$ cat src/rtl/irqc_pkg.sv
package irqc_pkg;
   // Bit positions of the conditioned inputs inside the synchronizer bundle
   typedef enum logic [1:0] {
      SRC_INTR = 2'd0,
      SRC_NMI  = 2'd1,
      SRC_TEST = 2'd2,
      SRC_RST  = 2'd3
   } src_idx_e;

   localparam int unsigned N_SRC        = 4;
   localparam int unsigned DEF_SYNC     = 2;
   localparam int unsigned DEF_MIN_RST  = 4;
   localparam int unsigned DEF_TYPE_W   = 8;
   localparam int unsigned DEF_NMI_TYPE = 2;
endpackage

$ cat src/rtl/irqc_sync.sv
module irqc_sync #(
   parameter int unsigned WIDTH  = 4,
   parameter int unsigned STAGES = 2
) (
   input  logic             clk,
   input  logic             por_n,
   input  logic [WIDTH-1:0] din,
   output logic [WIDTH-1:0] dout
);
   logic [WIDTH-1:0] stg [STAGES];

   always_ff @(posedge clk or negedge por_n) begin
      if (!por_n) stg[0] <= '0;
      else        stg[0] <= din;
   end

   for (genvar s = 1; s < STAGES; s++) begin : g_stage
      always_ff @(posedge clk or negedge por_n) begin
         if (!por_n) stg[s] <= '0;
         else        stg[s] <= stg[s-1];
      end
   end

   assign dout = stg[STAGES-1];
endmodule

$ cat src/rtl/irqc_rst_qual.sv
module irqc_rst_qual #(
   parameter int unsigned MIN_RST = 4
) (
   input  logic clk,
   input  logic por_n,
   input  logic rst_s,
   output logic rst_q
);
   localparam int unsigned CW  = $clog2(MIN_RST);
   localparam logic [CW-1:0] TOP = CW'(MIN_RST - 1);

   logic [CW-1:0] run;

   always_ff @(posedge clk or negedge por_n) begin
      if (!por_n) begin
         run   <= '0;
         rst_q <= 1'b0;
      end else begin
         if (!rst_s)          run <= '0;
         else if (run != TOP) run <= run + 1'b1;
         rst_q <= rst_s && (rst_q || run == TOP);
      end
   end
endmodule

$ cat src/rtl/irqc_nmi_latch.sv
module irqc_nmi_latch (
   input  logic clk,
   input  logic por_n,
   input  logic nmi_s,
   input  logic flush,
   input  logic taken,
   output logic pend,
   output logic rise
);
   logic prev;

   assign rise = nmi_s && !prev;

   always_ff @(posedge clk or negedge por_n) begin
      if (!por_n) begin
         prev <= 1'b0;
         pend <= 1'b0;
      end else begin
         prev <= nmi_s;
         if (flush)      pend <= 1'b0;
         else if (rise)  pend <= 1'b1;
         else if (taken) pend <= 1'b0;
      end
   end
endmodule

$ cat src/rtl/irq_rst_cond.sv
module irq_rst_cond #(
   parameter int unsigned SYNC_STAGES = irqc_pkg::DEF_SYNC,
   parameter int unsigned MIN_RST     = irqc_pkg::DEF_MIN_RST,
   parameter int unsigned TYPE_W      = irqc_pkg::DEF_TYPE_W,
   parameter int unsigned NMI_TYPE    = irqc_pkg::DEF_NMI_TYPE
) (
   input  logic              clk,
   input  logic              por_n,
   input  logic              intr_async,
   input  logic              nmi_async,
   input  logic              test_async,
   input  logic              reset_async,
   input  logic              int_enable,
   input  logic              insn_boundary,
   input  logic              wait_active,
   output logic              irq_take,
   output logic              irq_nmi,
   output logic [TYPE_W-1:0] irq_type,
   output logic              core_reset,
   output logic              wait_stall
);
   import irqc_pkg::*;

   localparam logic [TYPE_W-1:0] NMI_VEC = TYPE_W'(NMI_TYPE);

   if (SYNC_STAGES < 2) begin : g_bad_sync
      $error("SYNC_STAGES must be at least 2");
   end
   if (MIN_RST < 2) begin : g_bad_rst
      $error("MIN_RST must be at least 2");
   end
   if (TYPE_W < 2 || TYPE_W > 16) begin : g_bad_tw
      $error("TYPE_W out of range");
   end

   logic [N_SRC-1:0] raw_bus, syn_bus;
   logic intr_s, nmi_s, test_s, rst_s;
   logic nmi_pend, nmi_rise, live;

   always_comb begin
      raw_bus           = '0;
      raw_bus[SRC_INTR] = intr_async;
      raw_bus[SRC_NMI]  = nmi_async;
      raw_bus[SRC_TEST] = test_async;
      raw_bus[SRC_RST]  = reset_async;
   end

   irqc_sync #(.WIDTH(N_SRC), .STAGES(SYNC_STAGES)) u_sync (
      .clk(clk), .por_n(por_n), .din(raw_bus), .dout(syn_bus)
   );

   assign intr_s = syn_bus[SRC_INTR];
   assign nmi_s  = syn_bus[SRC_NMI];
   assign test_s = syn_bus[SRC_TEST];
   assign rst_s  = syn_bus[SRC_RST];

   irqc_rst_qual #(.MIN_RST(MIN_RST)) u_rstq (
      .clk(clk), .por_n(por_n), .rst_s(rst_s), .rst_q(core_reset)
   );

   assign live = insn_boundary && !core_reset;

   irqc_nmi_latch u_nmi (
      .clk(clk), .por_n(por_n), .nmi_s(nmi_s), .flush(core_reset),
      .taken(live && nmi_pend), .pend(nmi_pend), .rise(nmi_rise)
   );

   always_comb begin
      irq_nmi  = live && nmi_pend;
      irq_take = irq_nmi || (live && intr_s && int_enable);
      irq_type = irq_nmi ? NMI_VEC : '0;
   end

   assign wait_stall = wait_active && test_s && !core_reset;
endmodule

$ cat config.mk
export PLATFORM = sky130hd
export DESIGN_NAME = irq_rst_cond
export DESIGN_NICKNAME = d
export VERILOG_FILES = /design/src/rtl/irqc_pkg.sv /design/src/rtl/irqc_sync.sv /design/src/rtl/irqc_rst_qual.sv /design/src/rtl/irqc_nmi_latch.sv /design/src/rtl/irq_rst_cond.sv
export SDC_FILE = /design/constraint.sdc
export NUM_CORES = 1
export LEC_CHECK = 0
export ABC_AREA = 1
export ABC_CLOCK_PERIOD_IN_PS = 2300
export BUFFER_PORTS_ARGS = -buffer_cell sky130_fd_sc_hd__buf_4
export CORE_UTILIZATION = 30
export CTS_CLUSTER_SIZE = 12
export DETAILED_ROUTE_END_ITERATION = 10
export HOLD_SLACK_MARGIN = 0.08
export SETUP_SLACK_MARGIN = 0.1
export SYNTH_ARGS = -nofsm -noshare
export SYNTH_HDL_FRONTEND = slang
export SYNTH_HIERARCHICAL = 1
export SYNTH_SLANG_ARGS = --single-unit
$ cat constraint.sdc
create_clock -name clk -period 2.3 [get_ports clk]
set_input_delay 0.23 -clock clk [delete_from_list [all_inputs] [get_ports clk]]
set_output_delay 0.23 -clock clk [all_outputs]
set_load 0.01 [all_outputs]
-- Yosys cells after proc, flatten, opt, wreduce, memory -nomap -nowiden
Cells that the tools add are included.
- register bits after elaboration: 13
- input port bits: 9
- output and inout port bits: 12
- word-level logic and storage cells: 29
- add/subtract/negate cells: 1
- equality and inequality tests: 3
- mux-type cells: 6
- reductions and logical operators: 13
- operator list (cell ; count):
    1-bit logical AND ; 8
    2-bit 2-to-1 mux ; 3
    1-bit 2-to-1 mux ; 3
    3-bit nonzero test ; 1
    2-bit by 1-bit adder with 2-bit output, second input constant ; 1
    2-bit == test, second input constant ; 1
    1-bit zero test ; 2
    1-bit logical OR ; 2
    2-bit by 1-bit != test with 1-bit output, second input constant ; 1
    2-bit != test, second input constant ; 1

-- Longest topological paths before layout
- word-level depth: 6
- depth in mapped cells: 6
- mapped depth without buffers: 6

-- Hierarchy
The synthesis kept the hierarchy.
- modules (own cells, without submodules) (module ; times used ; cells each ; area an instance (um2) ; seq. area each (um2)):
    irqc_sync ; 1 ; 12 ; 230.2 ; 200.2
    irqc_rst_qual ; 1 ; 13 ; 130.1 ; 75.1
    irq_rst_cond ; 1 ; 17 ; 101.3 ; 0.0
    irqc_nmi_latch ; 1 ; 8 ; 80.1 ; 50.0

-- Worst setup path before layout
No wires, ideal clock.
- path kind: reg2out
- from: register u_rstq.rst_q
- to: output irq_type[1]
- arrival: 0.968 ns
- data required time: 2.070 ns
- path slack: 1.102 ns
- stages on the path, launching flop included: 5
- path buffers: 1
- path through: dfrtp_1 inv_1 nand2_2 nor2_1 buf_4
- word-level cells in the longest chain between the ends: 4
- ends and longest elaborated chain (item ; RTL line ; source):
    from (decl) ; irqc_rst_qual.sv:7 ; output logic rst_q
    from (signal assigned) ; irqc_rst_qual.sv:21 ; rst_q <= rst_s && (rst_q || run == TOP);
    1-bit zero test ; irq_rst_cond.sv:61 ; assign live = insn_boundary && !core_reset;
    1-bit logical AND ; irq_rst_cond.sv:61 ;
    1-bit logical AND ; irq_rst_cond.sv:69 ; irq_nmi = live && nmi_pend;
    net irq_nmi ; irq_rst_cond.sv:17 ; output logic irq_nmi,
    2-bit 2-to-1 mux ; irq_rst_cond.sv:71 ; irq_type = irq_nmi ? NMI_VEC : '0;
    to (decl) ; irq_rst_cond.sv:18 ; output logic [TYPE_W-1:0] irq_type,
The timed path passes the listed nets, and every way through them passes these cells.

-- Worst setup path in the final report
- from: register u_rstq.rst_q
- to: output irq_type[1]
- word-level cells in the longest chain between the ends: 4
- ends and longest elaborated chain (item ; RTL line):
    1-bit zero test ; irq_rst_cond.sv:61
    1-bit logical AND ; irq_rst_cond.sv:61
    1-bit logical AND ; irq_rst_cond.sv:69
    2-bit 2-to-1 mux ; irq_rst_cond.sv:71
Every way passes these cells.

==> impl_results.md <==
- Routed length per instance: about 7.6 um
- Maximum operating frequency: about 730 MHz
- Floorplan die area: just under 2000 um^2
- Vertical die dimension: 44.4 um
- Multi-input gate area: about 120 um^2
- Net switching fraction of the power: 0.255
- Synth Instances: a little under 50
- Number of maximum-capacitance constraint violations: 0
- Routed vias/inst: 3.66
- Outcome: complete, no violations
- Global placer's final weighted congestion: 0.603
- Total global routing track utilization: 0.0798
- Largest fanout of any net on the critical path: 5
- Sw Pwr: roughly 0.00013 W
- Antenna violations before repair: 0
- Leak: 0.348 nW
- GRT overflow: 0
- Share of total power in sequential cells: 0.535
- Combinational share of power: 0.195
- Die boundary width: 44.4 um
- Worst Reg-to-Reg Cells: 6
- Drc violations: 0
- Number of detailed-routing iterations run before antenna repair: 4
- HPWL after detailed placement: a little over 500 um
- Critical path endpoint category: primary output
- Number of violations reported at the end of detailed-routing iteration 0: 1
- Via count of the first global-routing pass: between 200 and 300
- CTS clock-pin slew for the worst setup and hold paths: roughly 0.070 ns
- Portion of total power attributed to the clock network: 0.269
- Floorplan Core Area: 1590 um^2
- Number of H-tree levels: 1
- Clock tree from TritonCTS: built
- Setup-violating endpoint count in the final report: 0
- Count of filler cells inserted in the layout: between 150 and 200
- Worst skew pair latency: between 0.2 and 0.3 ns
- Maximum number of pins on one net before global-route repair: 14
- Final period utilization: 0.595
- Post-cts hold buffer count: 5
- Worst clock skew: 0.00119 ns
- Starting utilization of the core area: 0.338
- Arrival time of the worst setup path: around 1.1 ns
- Post-synthesis instance area: between 500 and 600 um^2
- Ports: 21
- Worst hold slack: about 0.33 ns
- Routed Wire Length: 679 um
- Sort of element at the start of the critical path: register
- WS Path Type: reg -> out
- Internal power contribution: 0.000366 W
- Post-cts resize count: 0
- PD cells: 727 nW/um^2
- Maximum vdd drop: around 0.37 mV
- ANT cells: 0
- RSZ-0062 raised after global routing: false
- Final #Nets: 76
- Final TNS setup: 0 ns
- Number of clock sinks: 13
- Number of max-slew violations in the final report: 0
- Min cycle time layout: about 1.4 ns
- Wire length of the first global-routing pass: ~1100 um
- Worst Hold Class: in -> async
- Proportion of layout cells with a drive suffix above 1: 0.308
- Yosys warns: 6
- IO buf count: 13
- Detailed-route via count: approximately 330
- Maximum root-to-sink buffer count: 2
- Required @ worst endpoint: about 2.1 ns
- Cell at the root of the clock tree: sky130_fd_sc_hd__clkbuf_4
- Avg Synthesized Cell Area: roughly 11 um^2
- Inserted Clock Buffers: 3
- Number of buffers inserted by post-CTS setup repair: 0
- Post-route antenna net violation count: 0
- Number of rows created at floorplan: 14
- Final hold violations: 0
- Flip-flop and latch area: about 330 um^2
- Area Overhead vs Synth: 25.3%
==> through the flow <==
step	instances	utilization	worst slack [ns]	cell area (um^2)	power, W
finish	89	0.423	0.933	674	0.000491
global route	89	0.423	0.842	674	0.000521
CTS	89	0.423	0.907	674	0.000499
detailed placement	80	0.375	1.21	598	0.000358
global placement	80	0.375	1.25	598	0.000355
floorplan	55	-	1.10	561	0.000334
==> layer usage <==
metal / routed length [um] / vias up / global-route usage
met3: 42 / 2 / 0.0122
met5: 0 / - / 0
li1: - / 163 / -
met1: 299 / 143 / 0.0974
met2: 331 / 18 / 0.121
met4: 5 / 0 / 0.0727
==> state kept, by name, summed over array words and instances, names as in the netlist <==
name	cells
u_nmi/prev	1
u_rstq/rst_q	1
u_rstq/run	2
u_sync/dout	4
u_sync/stg	4
u_nmi/pend	1
==> layout make-up <==
cell class              instances  area share
clock buffers                   4      0.0390
inverters                       6      0.0334
multi-input cells              24       0.182
flip-flops and latches         13       0.482
well taps                      24      0.0445
repair buffers                 18       0.219
==> placed cells by master (no fill, tap or decap) <==
master / instances
sky130_fd_sc_hd__o21a_1: 1
sky130_fd_sc_hd__nor2_1: 2
sky130_fd_sc_hd__inv_1: 6
sky130_fd_sc_hd__clkbuf_4: 3
sky130_fd_sc_hd__clkbuf_1: 1
sky130_fd_sc_hd__nand3_1: 4
sky130_fd_sc_hd__dlygate4sd3_1: 5
sky130_fd_sc_hd__nand2_2: 2
sky130_fd_sc_hd__dfrtp_1: 13
sky130_fd_sc_hd__conb_1: 7
sky130_fd_sc_hd__buf_4: 13
sky130_fd_sc_hd__ha_1: 1
sky130_fd_sc_hd__a21oi_2: 2
sky130_fd_sc_hd__nand2_1: 5
==> worst paths after layout <==
check                                        start                  endpoint  slack [ns]
max in group asynchronous                    por_n      u_nmi/prev$_DFF_PN0_        1.81
min in group clk           u_sync/stg[6]$_DFF_PN0_  u_sync/dout[2]$_DFF_PN0_        0.35
hold reg to reg            u_sync/stg[6]$_DFF_PN0_  u_sync/dout[2]$_DFF_PN0_        0.35
hold / removal                               por_n   u_sync/stg[5]$_DFF_PN0_        0.33
setup / recovery            u_rstq/rst_q$_DFF_PN0_               irq_type[1]        0.93
setup reg to reg            u_rstq/rst_q$_DFF_PN0_    u_nmi/pend$_DFFE_PN0P_        1.28
==> power groups by stage <==
stage	Combinational [W]	Clock [W]	Sequential [W]
finish	0.0000958	0.000132	0.000263
global route	0.000106	0.000150	0.000265
CTS	0.0000969	0.000139	0.000263
detailed placement	0.0000903	0	0.000268
global placement	0.0000886	0	0.000266
floorplan	0.0000691	0	0.000265
==> critical path, cell delays in order (launching register included) <==
cell	delay [ns]
sky130_fd_sc_hd__dfrtp_1	0.43
sky130_fd_sc_hd__inv_1	0.08
sky130_fd_sc_hd__nand2_2	0.05
sky130_fd_sc_hd__nor2_1	0.15
sky130_fd_sc_hd__buf_4	0.15
Note: power is estimated with default switching activity, not from simulation.
